<file path="src/rtl/mdio_pkg.sv">
package mdio_pkg;

  typedef enum logic [1:0] {
    SEQ_IDLE  = 2'd0,
    SEQ_FRAME = 2'd1,
    SEQ_GAP   = 2'd2
  } seq_state_e;

  localparam logic [1:0] SOF_PAT  = 2'b01;
  localparam logic [1:0] OPC_RD   = 2'b10;
  localparam logic [1:0] OPC_WR   = 2'b01;
  localparam logic [1:0] TA_WR    = 2'b10;
  localparam logic [1:0] TA_RD    = 2'b11;

  localparam int ADDR_BITS = 5;
  localparam int DATA_BITS = 16;
  // start + opcode + two addresses + turnaround + data
  localparam int BODY_BITS = 2 + 2 + 2 * ADDR_BITS + 2 + DATA_BITS;
  // offset of the turnaround field behind the preamble
  localparam int TA_OFS    = 2 + 2 + 2 * ADDR_BITS;

endpackage

</file>
<file path="src/rtl/mdio_mdc_gen.sv">
module mdio_mdc_gen #(
  parameter int DIV_W = 8
) (
  input  logic             clk,
  input  logic             rst_n,
  input  logic             start,
  input  logic             run,
  input  logic [DIV_W-1:0] half_in,
  output logic             mdc,
  output logic             rise_stb,
  output logic             fall_stb
);

  logic [DIV_W-1:0] half_q, half_n;
  logic [DIV_W-1:0] cnt_q, cnt_n;
  logic             ph_q, ph_n;
  logic             wrap;

  assign wrap     = (cnt_q == half_q - 1'b1);
  assign rise_stb = run && wrap && !ph_q;
  assign fall_stb = run && wrap && ph_q;
  assign mdc      = ph_q;

  always_comb begin
    half_n = half_q;
    cnt_n  = cnt_q;
    ph_n   = ph_q;
    if (start) begin
      half_n = (half_in == '0) ? DIV_W'(1) : half_in;
      cnt_n  = '0;
      ph_n   = 1'b0;
    end else if (run) begin
      if (wrap) begin
        cnt_n = '0;
        ph_n  = ~ph_q;
      end else begin
        cnt_n = cnt_q + 1'b1;
      end
    end else begin
      cnt_n = '0;
      ph_n  = 1'b0;
    end
  end

  always_ff @(posedge clk or negedge rst_n) begin
    if (!rst_n) begin
      half_q <= DIV_W'(1);
      cnt_q  <= '0;
      ph_q   <= 1'b0;
    end else begin
      half_q <= half_n;
      cnt_q  <= cnt_n;
      ph_q   <= ph_n;
    end
  end

  // a new frame always opens with the clock low and the phase count cleared
  p_start_low_r3: assert property (@(posedge clk) disable iff (!rst_n)
    start |=> (!mdc && cnt_q == '0));

endmodule

</file>
<file path="src/rtl/mdio_seq.sv">
module mdio_seq
  import mdio_pkg::*;
#(
  parameter int FRAME_BITS = 64,
  parameter int GAP_BITS   = 1,
  parameter int TA_IDX     = 46,
  parameter int DATA_IDX   = 48
) (
  input  logic clk,
  input  logic rst_n,
  input  logic start,
  input  logic start_read,
  input  logic rise_stb,
  input  logic fall_stb,
  output logic busy,
  output logic done,
  output logic drive_en,
  output logic shift_en,
  output logic sample_en
);

  localparam int CNT_MAX = (FRAME_BITS > GAP_BITS) ? FRAME_BITS : GAP_BITS;
  localparam int CNT_W   = (CNT_MAX > 2) ? $clog2(CNT_MAX) : 1;
  localparam logic [CNT_W-1:0] LAST_F = CNT_W'(FRAME_BITS - 1);
  localparam logic [CNT_W-1:0] LAST_G = CNT_W'(GAP_BITS - 1);
  localparam logic [CNT_W-1:0] TA_B   = CNT_W'(TA_IDX);
  localparam logic [CNT_W-1:0] DAT_B  = CNT_W'(DATA_IDX);

  seq_state_e       st_q, st_n;
  logic [CNT_W-1:0] bidx_q, bidx_n;
  logic             rd_q, rd_n;
  logic             done_q, done_n;

  always_comb begin
    st_n   = st_q;
    bidx_n = bidx_q;
    rd_n   = rd_q;
    done_n = 1'b0;
    case (st_q)
      SEQ_IDLE: begin
        if (start) begin
          st_n   = SEQ_FRAME;
          bidx_n = '0;
          rd_n   = start_read;
        end
      end
      SEQ_FRAME: begin
        if (fall_stb) begin
          if (bidx_q == LAST_F) begin
            st_n   = SEQ_GAP;
            bidx_n = '0;
          end else begin
            bidx_n = bidx_q + 1'b1;
          end
        end
      end
      SEQ_GAP: begin
        if (fall_stb) begin
          if (bidx_q == LAST_G) begin
            st_n   = SEQ_IDLE;
            bidx_n = '0;
            done_n = 1'b1;
          end else begin
            bidx_n = bidx_q + 1'b1;
          end
        end
      end
      default: st_n = SEQ_IDLE;
    endcase
  end

  always_ff @(posedge clk or negedge rst_n) begin
    if (!rst_n) begin
      st_q   <= SEQ_IDLE;
      bidx_q <= '0;
      rd_q   <= 1'b0;
      done_q <= 1'b0;
    end else begin
      st_q   <= st_n;
      bidx_q <= bidx_n;
      rd_q   <= rd_n;
      done_q <= done_n;
    end
  end

  assign busy      = (st_q != SEQ_IDLE);
  assign done      = done_q;
  assign drive_en  = (st_q == SEQ_FRAME) && !(rd_q && bidx_q >= TA_B);
  assign shift_en  = (st_q == SEQ_FRAME) && fall_stb;
  assign sample_en = (st_q == SEQ_FRAME) && rd_q && (bidx_q >= DAT_B) && rise_stb;

  // completion is a single-cycle pulse
  p_done_single_r8: assert property (@(posedge clk) disable iff (!rst_n)
    done |=> !done);

  // the pulse coincides with the end of busy
  p_done_ends_busy_r8: assert property (@(posedge clk) disable iff (!rst_n)
    done |-> (!busy && $past(busy)));

endmodule

</file>
<file path="src/rtl/mdio_shifter.sv">
module mdio_shifter
  import mdio_pkg::*;
#(
  parameter int PRE_LEN    = 32,
  parameter int FRAME_BITS = PRE_LEN + BODY_BITS
) (
  input  logic                 clk,
  input  logic                 rst_n,
  input  logic                 load,
  input  logic                 ld_read,
  input  logic [ADDR_BITS-1:0] ld_phy,
  input  logic [ADDR_BITS-1:0] ld_reg,
  input  logic [DATA_BITS-1:0] ld_wdata,
  input  logic                 shift_en,
  input  logic                 sample_en,
  input  logic                 rx_bit,
  output logic                 tx_bit,
  output logic [DATA_BITS-1:0] rx_data
);

  logic [FRAME_BITS-1:0] tx_q, tx_n;
  logic [DATA_BITS-1:0]  rx_q, rx_n;

  always_comb begin
    tx_n = tx_q;
    if (load) begin
      tx_n = {{PRE_LEN{1'b1}}, SOF_PAT,
              ld_read ? OPC_RD : OPC_WR,
              ld_phy, ld_reg,
              ld_read ? TA_RD : TA_WR,
              ld_read ? {DATA_BITS{1'b1}} : ld_wdata};
    end else if (shift_en) begin
      tx_n = {tx_q[FRAME_BITS-2:0], 1'b1};
    end
  end

  always_comb begin
    rx_n = rx_q;
    if (sample_en) begin
      rx_n = {rx_q[DATA_BITS-2:0], rx_bit};
    end
  end

  always_ff @(posedge clk or negedge rst_n) begin
    if (!rst_n) begin
      tx_q <= '1;
      rx_q <= '0;
    end else begin
      tx_q <= tx_n;
      rx_q <= rx_n;
    end
  end

  assign tx_bit  = tx_q[FRAME_BITS-1];
  assign rx_data = rx_q;

endmodule

</file>
<file path="src/rtl/mdio_master.sv">
module mdio_master
  import mdio_pkg::*;
#(
  parameter int DIV_W    = 8,
  parameter int PRE_LEN  = 32,
  parameter int GAP_BITS = 1
) (
  input  logic                 clk,
  input  logic                 rst_n,
  input  logic                 cmd_valid,
  input  logic                 cmd_read,
  input  logic [ADDR_BITS-1:0] cmd_phy,
  input  logic [ADDR_BITS-1:0] cmd_reg,
  input  logic [DATA_BITS-1:0] cmd_wdata,
  input  logic [DIV_W-1:0]     half_period,
  output logic                 busy,
  output logic                 done,
  output logic [DATA_BITS-1:0] rd_data,
  output logic                 mdc,
  output logic                 mdio_o,
  output logic                 mdio_oe,
  input  logic                 mdio_i
);

  localparam int FRAME_BITS = PRE_LEN + BODY_BITS;
  localparam int TA_IDX     = PRE_LEN + TA_OFS;
  localparam int DATA_IDX   = TA_IDX + 2;

  logic start;
  logic rise_stb, fall_stb;
  logic shift_en, sample_en;

  assign start = cmd_valid && !busy;

  mdio_mdc_gen #(.DIV_W(DIV_W)) u_clkgen (
    .clk      (clk),
    .rst_n    (rst_n),
    .start    (start),
    .run      (busy),
    .half_in  (half_period),
    .mdc      (mdc),
    .rise_stb (rise_stb),
    .fall_stb (fall_stb)
  );

  mdio_seq #(
    .FRAME_BITS (FRAME_BITS),
    .GAP_BITS   (GAP_BITS),
    .TA_IDX     (TA_IDX),
    .DATA_IDX   (DATA_IDX)
  ) u_seq (
    .clk        (clk),
    .rst_n      (rst_n),
    .start      (start),
    .start_read (cmd_read),
    .rise_stb   (rise_stb),
    .fall_stb   (fall_stb),
    .busy       (busy),
    .done       (done),
    .drive_en   (mdio_oe),
    .shift_en   (shift_en),
    .sample_en  (sample_en)
  );

  mdio_shifter #(
    .PRE_LEN    (PRE_LEN),
    .FRAME_BITS (FRAME_BITS)
  ) u_shift (
    .clk       (clk),
    .rst_n     (rst_n),
    .load      (start),
    .ld_read   (cmd_read),
    .ld_phy    (cmd_phy),
    .ld_reg    (cmd_reg),
    .ld_wdata  (cmd_wdata),
    .shift_en  (shift_en),
    .sample_en (sample_en),
    .rx_bit    (mdio_i),
    .tx_bit    (mdio_o),
    .rx_data   (rd_data)
  );

  // an accepted command raises busy in the following cycle
  p_accept_busy_r1: assert property (@(posedge clk) disable iff (!rst_n)
    (cmd_valid && !busy) |=> busy);

  // the line value and enable hold while the clock stays high
  p_hold_high_r4: assert property (@(posedge clk) disable iff (!rst_n)
    (mdc && $past(mdc)) |-> ($stable(mdio_o) && $stable(mdio_oe)));

  // read data is frozen while idle
  p_rd_hold_r9: assert property (@(posedge clk) disable iff (!rst_n)
    !busy |=> $stable(rd_data));

  // the bus is quiet while idle
  p_idle_quiet_r10: assert property (@(posedge clk) disable iff (!rst_n)
    !busy |-> (!mdc && !mdio_oe));

endmodule

</file>
<file path="config.mk">
export PLATFORM = sky130hd
export DESIGN_NAME = mdio_master
export DESIGN_NICKNAME = d
export VERILOG_FILES = /design/src/rtl/mdio_pkg.sv /design/src/rtl/mdio_mdc_gen.sv /design/src/rtl/mdio_seq.sv /design/src/rtl/mdio_shifter.sv /design/src/rtl/mdio_master.sv
export SDC_FILE = /design/constraint.sdc
export NUM_CORES = 1
export LEC_CHECK = 0
export CAP_MARGIN = 40
export CORE_ASPECT_RATIO = 2
export CORE_UTILIZATION = 59
export CTS_BUF_LIST = sky130_fd_sc_hd__clkbuf_2
export DETAILED_ROUTE_END_ITERATION = 6
export DONT_BUFFER_PORTS = 1
export PLACE_DENSITY = 0.75
export SLEW_MARGIN = 20
export SYNTH_ARGS = -nofsm -noshare
export SYNTH_HDL_FRONTEND = slang
export SYNTH_HIERARCHICAL = 1
export SYNTH_SLANG_ARGS = --single-unit
</file>
<file path="constraint.sdc">
create_clock -name clk -period 3.4 [get_ports clk]
set_input_delay 0.34 -clock clk [delete_from_list [all_inputs] [get_ports clk]]
set_output_delay 0.34 -clock clk [all_outputs]
set_load 0.005 [all_outputs]
</file>
==> metrics.txt <==
DRT antenna net count 0; Syn Nets a little under 500; switch share ~28%; vias per cell roughly 6.0; pins over their slew limit 0; clock tree buffer depth 2; PortBufs 0; Worst Setup End Kind flip-flop; HP Class input port to flip-flop; Clock power frac between 20 and 25%; most common cell after layout, fill and taps aside dfstp_2; Die ar. ~0.0095 mm2; Die H 137 um; element type at the critical path start flip-flop; gr usage total ~22%; Final min period 3.211 ns; Synth Register Bits 107; Max FO, Critical Path 50; Worst-Margin Slew 0.7487 ns; Initial Util approximately three fifths; Setup Buffers After CTS 0; number of synthesized flops with an enable pin 0; root buf cell clkbuf_2; Final Hold Viols 0; status finished, final reports clean; f_max just over 300 MHz; Main synth FF type dfstp_2; register area share after synthesis between 50% and 60%; final setup fails 0; Cell Rows ~50; Synth cell types 60; antenna violations before repair 1; Final GP Congestion ~0.86; CTS sink count ~110; DR WL/cell roughly 18 um; clk_skew roughly 0.027 ns; Post-Synthesis Cell Area around 0.0054 mm2; Register Area between 0.002 and 0.003 mm2; syn avg cell area ~12 um2; net switching power figure roughly 700 uW; GRT overflow 0; Core ar. about 0.009 mm2; DRT Wirelength 10.01 mm; sequential power share 60.7%; leakage power 0.002613 uW; CTS tree done; Place WS between 0.2 and 0.3 ns; largest net degree at the start of global routing ~110; clk_lat worst skew between 0.5 and 0.6 ns; DR pass1 iterations 4; Worst slew margin around 50%; commonest cells after routing, fill and taps aside dfstp_2 (65), dfrtp_1 (42), dlygate4sd3_1 (37), nor2b_1 (36), a211o_1 (34); synthesis warning total 6; final setup margin roughly 0.19 ns; I/O pin cnt 60; DRC 0; Die W about 70 um; vias 3374; Cells after Synth about 430; multi-input logic area 0.002371 mm2; Final period util between 90% and 100%; P&R area growth vs syn 9.146%; peak supply drop between 0.3 and 0.4 mV; global-route wire length before repair roughly 16 mm; Resize count post-CTS 0; Cell Pwr Density about 430 mW/mm2; layout filler cell count 672; Final #Nets between 500 and 600; max_cap viols 0; layout cells sized above 1 between 30% and 40%; asr flop ratio synth 100.0%; H-tree depth 3; CTS buffer count 9; placed wire-length estimate between 6 and 7 mm; worst endpoint data arrival time 3.74 ns; required time worst endpoint 3.93 ns; Sum Neg Setup Slack 0 ns; DR iter-0 viols around 240; combinational share of power between 10% and 20%; internal power about 1800 uW; Crit Path Category flip-flop to flip-flop; Clock Pin Slew Worst Setup and Hold Paths ~0.26 ns; vias in the first global route 3436; CTS Hold Buffers Added 38; unrepaired setup endpoints after global routing no
==> kinds of logic after synthesis <==
| kind of cell | count (synthesis) | synth area share (%) |
|---|---|---|
| AND/OR/NAND/NOR | 115 | 13.20 |
| adder cells (fa/ha/maj) | 10 | 2.327 |
| XOR/XNOR | 15 | 2.443 |
| flip-flops | 107 | 51.31 |
| buffers and inverters | 39 | 4.631 |
| AO/OA/AOI/OAI | 92 | 13.75 |
| multiplexers | 55 | 12.33 |
==> power groups by stage <==
stage	sequential (uW)	clock (uW)	combinational (uW)
CTS	1540	592	439
detailed placement	1560	0	372
global placement	1550	0	357
floorplan	1520	0	341
global route	1560	633	485
finish	1540	562	435
==> registers in the layout, summed over array words and instances (netlist names) <==
name,cells
u_seq/st_q,2
u_clkgen/half_q,8
u_clkgen/cnt_q,8
u_clkgen/mdc,1
u_shift/rx_data,16
u_seq/done,1
u_shift/tx_q,64
u_seq/rd_q,1
u_seq/bidx_q,6
==> critical path, stage by stage, from the launching register on <==
cell and delay, ns:
dfstp_2 0.64, inv_1 0.08, ha_1 0.24, and2b_1 0.17, or3_1 0.34, a31oi_1 0.19, o2111a_2 0.28, and3_1 0.21
and2_4 0.22, buf_12 0.25, mux2_4 0.33, o22a_1 0.21
==> per-layer routing <==
metal | up-vias | track usage [%] | wire, um
li1 | 1590 | - | -
met4 | 0 | 10.43 | 310
met5 | - | 0 | 0
met3 | 27 | 4.934 | 317
met1 | 1691 | 26.17 | 4052
met2 | 66 | 37.81 | 5331
==> cell usage after synthesis (2+ instances only) <==
cell | number | area, um2
o21ai_1 | 14 | 70.07
nand2b_1 | 3 | 18.77
dfrtp_1 | 42 | 1051
a31oi_1 | 3 | 18.77
clkbuf_1 | 7 | 26.28
mux2_2 | 24 | 270.3
buf_2 | 10 | 50.05
xnor2_1 | 10 | 87.58
mux2_1 | 2 | 22.52
o21ai_0 | 4 | 20.02
ha_1 | 10 | 125.1
a21oi_1 | 2 | 10.01
nand2_1 | 24 | 90.09
nor3_2 | 8 | 80.08
inv_1 | 9 | 33.78
buf_6 | 10 | 112.6
a211o_1 | 34 | 297.8
nor4b_1 | 2 | 17.52
nor4_1 | 4 | 25.02
nor2_1 | 9 | 33.78
dfstp_2 | 65 | 1708
or2_2 | 2 | 12.51
nand3_1 | 6 | 30.03
and2_1 | 2 | 12.51
and3_1 | 5 | 31.28
nor3_1 | 3 | 15.01
xor2_1 | 5 | 43.79
nor2b_1 | 36 | 225.2
mux2i_1 | 13 | 130.1
o22a_1 | 15 | 131.4
o21a_1 | 6 | 45.04
mux2_4 | 16 | 240.2
==> worst paths after layout <==
kind	startpoint	slack (ns)	end	cells past startpoint
worst min-delay path	half_period[1]	0.12	u_clkgen/half_q[0]$_DFFE_PN1P_	3
worst min register to register	u_shift/tx_q[31]$_DFFE_PN1P_	0.56	u_shift/tx_q[31]$_DFFE_PN1P_	2
worst max-delay path	u_clkgen/half_q[0]$_DFFE_PN1P_	0.19	u_shift/tx_q[11]$_DFFE_PN1P_	11
min in group asynchronous	rst_n	0.41	u_seq/bidx_q[4]$_DFFE_PN0P_	2
worst max register to register	u_clkgen/half_q[0]$_DFFE_PN1P_	0.19	u_shift/tx_q[11]$_DFFE_PN1P_	11
max in group asynchronous	rst_n	2.62	u_shift/tx_q[6]$_DFFE_PN1P_	2
==> final cells by class <==
| class | instances | share of cell area, % |
|---|---|---|
| flip-flops and latches | 107 | 47.01 |
| clock buffers | 10 | 0.8529 |
| clock inverters | 6 | 0.9595 |
| inverters | 9 | 0.5757 |
| multi-input cells | 287 | 40.41 |
| repair buffers | 44 | 7.974 |
| well taps | 102 | 2.175 |
| diodes | 1 | 0.04264 |
==> per-stage QoR <==
step	power, uW	instances	hold WS [ns]	util [%]	instance area, um2
5_1_grt	2682	566	0.07509	66.01	5868
3_5_place_dp	1932	511	0.04809	60.31	5361
3_3_place_gp	1912	511	0.04811	60.31	5361
2_1_floorplan	1857	433	0.04441	-	5376
4_1_cts	2574	565	0.06196	65.98	5866
6_report	2538	566	0.1163	66.01	5868
(Power assumes the default switching activity.)
